File: src/rtl/ide_bridge_pkg.sv
package ide_bridge_pkg;
  typedef enum logic [2:0] {
    ACC_IDLE,
    ACC_RD_LO,
    ACC_RD_HI,
    ACC_WR_LO,
    ACC_WR_HI,
    ACC_BAD
  } acc_e;
endpackage

File: src/rtl/ide_access_decode.sv
module ide_access_decode
  import ide_bridge_pkg::*;
(
  input  logic clk_i,
  input  logic rst_ni,
  input  logic phi2_i,
  input  logic rnw_i,
  input  logic lo_sel_ni,
  input  logic hi_sel_ni,
  output acc_e acc_o,
  output logic strobe_o
);
  logic phi2_q;

  always_ff @(posedge clk_i or negedge rst_ni) begin
    if (!rst_ni) phi2_q <= 1'b0;
    else         phi2_q <= phi2_i;
  end

  assign strobe_o = phi2_i & ~phi2_q;

  always_comb begin
    unique case ({lo_sel_ni, hi_sel_ni})
      2'b11:   acc_o = ACC_IDLE;
      2'b01:   acc_o = rnw_i ? ACC_RD_LO : ACC_WR_LO;
      2'b10:   acc_o = rnw_i ? ACC_RD_HI : ACC_WR_HI;
      default: acc_o = ACC_BAD;
    endcase
  end


  strobe_single_chk: assert property (@(posedge clk_i) disable iff (!rst_ni)
    strobe_o |=> !strobe_o);
endmodule

File: src/rtl/ide_hold_regs.sv
module ide_hold_regs
  import ide_bridge_pkg::*;
#(
  parameter int HOST_W = 8,
  localparam int IDE_W = 2 * HOST_W
) (
  input  logic              clk_i,
  input  logic              rst_ni,
  input  logic              strobe_i,
  input  acc_e              acc_i,
  input  logic [HOST_W-1:0] host_wdata_i,
  input  logic [IDE_W-1:0]  ide_rdata_i,
  output logic [HOST_W-1:0] lo_o,
  output logic [HOST_W-1:0] hi_o
);
  logic [HOST_W-1:0] lo_q, hi_q;

  always_ff @(posedge clk_i or negedge rst_ni) begin
    if (!rst_ni) begin
      lo_q <= '0;
      hi_q <= '0;
    end else if (strobe_i) begin
      unique case (acc_i)
        ACC_RD_LO: begin
          lo_q <= ide_rdata_i[HOST_W-1:0];
          hi_q <= ide_rdata_i[IDE_W-1:HOST_W];
        end
        ACC_WR_LO: lo_q <= host_wdata_i;
        ACC_WR_HI: hi_q <= host_wdata_i;
        default:   ;
      endcase
    end
  end

  assign lo_o = lo_q;
  assign hi_o = hi_q;


  lo_read_capture_chk: assert property (@(posedge clk_i) disable iff (!rst_ni)
    (strobe_i && acc_i == ACC_RD_LO) |=> lo_q == $past(ide_rdata_i[HOST_W-1:0]));

  hi_read_no_capture_chk: assert property (@(posedge clk_i) disable iff (!rst_ni)
    (strobe_i && acc_i == ACC_RD_HI) |=> ($stable(hi_q) && $stable(lo_q)));

  hi_write_keeps_lo_chk: assert property (@(posedge clk_i) disable iff (!rst_ni)
    (strobe_i && acc_i == ACC_WR_HI) |=> $stable(lo_q));

  illegal_ignored_chk: assert property (@(posedge clk_i) disable iff (!rst_ni)
    (acc_i == ACC_BAD) |=> ($stable(lo_q) && $stable(hi_q)));

  no_strobe_hold_chk: assert property (@(posedge clk_i) disable iff (!rst_ni)
    !strobe_i |=> ($stable(lo_q) && $stable(hi_q)));
endmodule

File: src/rtl/ide_drive_ctrl.sv
module ide_drive_ctrl
  import ide_bridge_pkg::*;
#(
  parameter int HOST_W = 8,
  localparam int IDE_W = 2 * HOST_W
) (
  input  logic              clk_i,
  input  logic              rst_ni,
  input  logic              phi2_i,
  input  acc_e              acc_i,
  input  logic [HOST_W-1:0] lo_i,
  input  logic [HOST_W-1:0] hi_i,
  output logic [HOST_W-1:0] host_rdata_o,
  output logic              host_oe_o,
  output logic [IDE_W-1:0]  ide_wdata_o,
  output logic              ide_oe_o
);
  logic host_oe_q, ide_oe_q, rd_hi_q;

  always_ff @(posedge clk_i or negedge rst_ni) begin
    if (!rst_ni) begin
      host_oe_q <= 1'b0;
      ide_oe_q  <= 1'b0;
      rd_hi_q   <= 1'b0;
    end else begin
      host_oe_q <= phi2_i && (acc_i == ACC_RD_LO || acc_i == ACC_RD_HI);
      ide_oe_q  <= phi2_i && (acc_i == ACC_WR_LO);
      if (phi2_i) rd_hi_q <= (acc_i == ACC_RD_HI);
    end
  end

  assign host_oe_o    = host_oe_q;
  assign ide_oe_o     = ide_oe_q;
  assign host_rdata_o = host_oe_q ? (rd_hi_q ? hi_i : lo_i) : '0;
  assign ide_wdata_o  = {hi_i, lo_i};


  oe_exclusive_chk: assert property (@(posedge clk_i) disable iff (!rst_ni)
    !(host_oe_q && ide_oe_q));

  host_oe_phase_chk: assert property (@(posedge clk_i) disable iff (!rst_ni)
    !phi2_i |=> !host_oe_q);

  bad_no_drive_chk: assert property (@(posedge clk_i) disable iff (!rst_ni)
    (acc_i == ACC_BAD) |=> (!host_oe_q && !ide_oe_q));
endmodule

File: src/rtl/ide_byte_bridge.sv
module ide_byte_bridge
  import ide_bridge_pkg::*;
#(
  parameter int HOST_W = 8,
  localparam int IDE_W = 2 * HOST_W
) (
  input  logic              clk_i,
  input  logic              rst_ni,
  input  logic              phi2_i,
  input  logic              rnw_i,
  input  logic              lo_sel_ni,
  input  logic              hi_sel_ni,
  input  logic [HOST_W-1:0] host_wdata_i,
  output logic [HOST_W-1:0] host_rdata_o,
  output logic              host_oe_o,
  input  logic [IDE_W-1:0]  ide_rdata_i,
  output logic [IDE_W-1:0]  ide_wdata_o,
  output logic              ide_oe_o
);
  acc_e              acc;
  logic              strobe;
  logic [HOST_W-1:0] lo_q, hi_q;

  ide_access_decode u_dec (
    .clk_i    (clk_i),
    .rst_ni   (rst_ni),
    .phi2_i   (phi2_i),
    .rnw_i    (rnw_i),
    .lo_sel_ni(lo_sel_ni),
    .hi_sel_ni(hi_sel_ni),
    .acc_o    (acc),
    .strobe_o (strobe)
  );

  ide_hold_regs #(.HOST_W(HOST_W)) u_regs (
    .clk_i       (clk_i),
    .rst_ni      (rst_ni),
    .strobe_i    (strobe),
    .acc_i       (acc),
    .host_wdata_i(host_wdata_i),
    .ide_rdata_i (ide_rdata_i),
    .lo_o        (lo_q),
    .hi_o        (hi_q)
  );

  ide_drive_ctrl #(.HOST_W(HOST_W)) u_drv (
    .clk_i       (clk_i),
    .rst_ni      (rst_ni),
    .phi2_i      (phi2_i),
    .acc_i       (acc),
    .lo_i        (lo_q),
    .hi_i        (hi_q),
    .host_rdata_o(host_rdata_o),
    .host_oe_o   (host_oe_o),
    .ide_wdata_o (ide_wdata_o),
    .ide_oe_o    (ide_oe_o)
  );


  idle_no_drive_chk: assert property (@(posedge clk_i) disable iff (!rst_ni)
    (lo_sel_ni && hi_sel_ni) |=> (!host_oe_o && !ide_oe_o));

  hi_write_no_ide_chk: assert property (@(posedge clk_i) disable iff (!rst_ni)
    (!hi_sel_ni && lo_sel_ni && !rnw_i) |=> !ide_oe_o);

  lo_write_word_chk: assert property (@(posedge clk_i) disable iff (!rst_ni)
    (strobe && !lo_sel_ni && hi_sel_ni && !rnw_i)
      |=> (ide_oe_o && ide_wdata_o[HOST_W-1:0] == $past(host_wdata_i)));
endmodule

File: config.mk
export PLATFORM = sky130hd
export DESIGN_NAME = ide_byte_bridge
export DESIGN_NICKNAME = d
export VERILOG_FILES = /design/src/rtl/ide_bridge_pkg.sv /design/src/rtl/ide_access_decode.sv /design/src/rtl/ide_hold_regs.sv /design/src/rtl/ide_drive_ctrl.sv /design/src/rtl/ide_byte_bridge.sv
export SDC_FILE = /design/constraint.sdc
export NUM_CORES = 1
export LEC_CHECK = 0
export BUFFER_PORTS_ARGS = -buffer_cell sky130_fd_sc_hd__clkbuf_2
export CORE_ASPECT_RATIO = 0.5
export CORE_UTILIZATION = 35
export CTS_CLUSTER_DIAMETER = 120
export DETAILED_ROUTE_END_ITERATION = 6
export GPL_TIMING_DRIVEN = 0
export HOLD_SLACK_MARGIN = 0.03
export PLACE_DENSITY = 0.68
export SLEW_MARGIN = 30
export SYNTH_ARGS = -nofsm -noshare
export SYNTH_HDL_FRONTEND = slang
export SYNTH_HIERARCHICAL = 1
export SYNTH_SLANG_ARGS = --single-unit
export TNS_END_PERCENT = 1
File: constraint.sdc
create_clock -name clk_i -period 2.1 [get_ports clk_i]
set_input_delay 0.42 -clock clk_i [delete_from_list [all_inputs] [get_ports clk_i]]
set_output_delay 0.42 -clock clk_i [all_outputs]
set_load 0.005 [all_outputs]
==> results.py <==
metrics = {
    "floorplanning": {
        "chipWidth_um": 88.3,
        "start_util": 0.373,
        "die_y_um": 45.1,
        "io_pins": 56,
        "die_area_um2": 3980,
        "core_um2": 3490,
        "rows": 15,
    },
    "timing": {
        "max_freq_mhz": 539,
        "drv_slew": 0,
        "slew-limit-headroom": 0.562,
        "finClkSkew_ps": 1.60,
        "setup_violations": 0,
        "period_share": 0.883,
        "tightest_slew_ps": 656,
        "hold_viol_final": 0,
        "whs_ps": 118,
        "period_needed_ps": 1860,
        "rsz0062_at_grt": "false",
    },
    "logic_synthesis": {
        "avgSynthCellArea_um2": 11.4,
        "syn_nets": 144,
        "synth-seq-cells": 20,
        "synth_cell_type_count": 19,
        "synth_cells": 114,
        "yosysWarnings": 6,
        "yosysSeqAreaShare": 0.384,
        "syn-cell-area_um2": 1300,
    },
    "clocking": {
        "numCtsBuffers": 3,
        "clockBufferDepth": 2,
        "cts.sinks": 20,
        "clk_pin_slew_ps": 70,
        "htreeDepth": 1,
        "worstSkewPairLatency_ps": 260,
        "cts-root-buf": "clkbuf_8",
        "tritoncts": "yes",
        "cts-hold-fix-buffers": 0,
        "post_cts_resized": 0,
        "postCtsSetupBuffers": 0,
    },
    "global_route": {
        "grt.total_usage": 0.138,
        "grt_pass1_wl_mm": 3.93,
        "antenna_found_initial": 0,
        "overflow": 0,
        "grt_pass1_vias": 853,
        "grt_max_degree": 21,
    },
    "setup_path": {
        "critPathKind": "primary input to flop",
        "cpPeakStageDelay_ps": 370,
        "crit_chain": "clkbuf_2 > nand2b_1 > o21ai_2 > buf_6 > or3b_1 > buf_6 > mux2_4 > mux2_4",
        "r2r_slack_ps": 540,
        "r2r_end": "u_regs/hi_o[5]",
        "cp-end-kind": "flop",
        "crit_fanout": 10,
        "critPathTopFamily": "multiplexers",
        "arrival_ps": 2000,
        "r2r_start": "u_dec/phi2_q",
        "ff2ff_path_depth": 3,
        "cp_slowest_cell": "or3b_1",
        "cp.required_ps": 2250,
        "worst_setup_path_start_kind": "primary input",
        "crit_buf_inv": 3,
    },
    "finish": {
        "layout-drive-gt1-share": 0.555,
        "multi_input_comb_area_um2": 633,
        "fin_util": 0.486,
        "mostFrequentLayoutCells": "55 x clkbuf_2, 20 x dfrtp_1, 16 x mux2i_1, 16 x buf_4, 16 x mux2_4",
        "fillerInstances": 350,
        "final_common_cell": "clkbuf_2",
        "stdcell_area_um2": 1700,
        "register_area_um2": 500,
        "finalNetCount": 204,
        "layout.cells.non_filler": 224,
        "area_delta_synth_final_pct": 30.3,
        "num_antenna_cells": 0,
    },
    "pwr": {
        "power.switching_uw": 349,
        "comb_power_share": 0.355,
        "total_power_uw": 1290,
        "clock_power_share": 0.228,
        "p_seq_frac": 0.417,
        "switching_share": 0.271,
        "internal-power_uw": 939,
        "peakVddDrop_v": 0.000249,
        "power_density_nw_per_um2": 759,
        "leakage_uw": 0.000871,
    },
    "placement": {
        "place_area_um2": 1640,
        "numPortBuffers": 55,
        "dp.cells": 220,
        "gp_congestion": 0.700,
        "hpwlAfterDp_mm": 2.02,
    },
    "detailed_routing": {
        "viasPerCell": 4.30,
        "drc": 0,
        "routedWlPerCell_um": 11.6,
        "dr.pass1.iters": 4,
        "first_iter_violations": 23,
        "wirelength_mm": 2.59,
        "ant_nets": 0,
        "vias": 963,
    },
    "run": {
        "cap_violations": 0,
    },
    "min_path": {
        "worstHoldPathType": "primary input to async pin",
    },
    "status": {
        "status": "complete, no violations",
    },
}
## metrics by stage
step | TNS [ps] | setup slack [ps]
6_report | 0 | 245
5_1_grt | 0 | 188
4_1_cts | 0 | 235
3_5_place_dp | -291 | -46.7
3_3_place_gp | -19.6 | -4.91
2_1_floorplan | 0 | 177
## final cells by class
class                           instances  share of cell area
Sequential cell                        20               0.295
Clock buffer                            4              0.0324
Tap cell                               51              0.0376
Multi-Input combinational cell         71               0.373
Inverter                                3             0.00664
Buffer                                 20              0.0929
Timing Repair Buffer                   55               0.162
## power by group through the flow
stage | clock [uW] | combinational, uW | sequential (uW)
floorplan | 0 | 316 | 524
global placement | 0 | 455 | 542
detailed placement | 0 | 465 | 544
CTS | 306 | 466 | 538
global route | 325 | 501 | 550
finish | 294 | 457 | 537
## cells in the mapped netlist
master	n	area [um2]
o21ai_2	1	8.76
mux2i_1	16	160
inv_1	3	11.3
mux2_4	16	240
buf_6	3	33.8
o21ai_0	8	40.0
dfrtp_1	20	500
o32ai_1	1	8.76
buf_4	16	120
clkbuf_1	1	3.75
nor3b_4	1	18.8
or3b_1	1	8.76
nand2_1	9	33.8
nor2b_1	9	56.3
xnor2_1	2	17.5
nand2b_1	2	12.5
nor2_1	2	7.51
a21oi_1	1	5.00
nand3b_1	2	15.0
## routing by layer
layer  track usage  wire [um]  vias up
met3        0.0457        112        2
li1              -          -      492
met5             0          0        -
met4        0.0387         10        0
met2         0.229       1300       19
met1         0.175       1170      450
## state kept, by name, indices dropped and copies added (netlist names)
name             flops
u_regs/hi_o          8
u_regs/lo_o          8
u_drv/host_oe_o      1
u_dec/phi2_q         1
u_drv/ide_oe_o       1
u_drv/rd_hi_q        1
## cells by family after synthesis
| group | synth area share |
|---|---|
| XOR/XNOR | 0.0135 |
| AND/OR/NAND/NOR | 0.117 |
| buffers and inverters | 0.130 |
| flip-flops | 0.384 |
| multiplexers | 0.307 |
| AO/OA/AOI/OAI | 0.0480 |
## worst register-to-register path, cell delays in order, from the launching register on
cell	delay, ps
dfrtp_1	360
nor2b_1	130
nor3b_4	600
mux2_4	360
## how the worst max path moves through the flow
| stage | start | endpoint | slack (ps) | cells after the start |
|---|---|---|---|---|
| finish | lo_sel_ni | u_regs/hi_o[5] | 240 | 8 |
| global route | lo_sel_ni | u_regs/hi_o[5] | 190 | 8 |
| CTS | lo_sel_ni | u_regs/hi_o[5] | 230 | 8 |
| detailed placement | lo_sel_ni | u_regs/hi_o[5] | -50 | 8 |
| global placement | lo_sel_ni | u_regs/hi_o[0] | -5 | 8 |
| floorplan | hi_sel_ni | u_regs/hi_o[0] | 180 | 7 |
No activity file was read; power rests on OpenSTA's default activity.
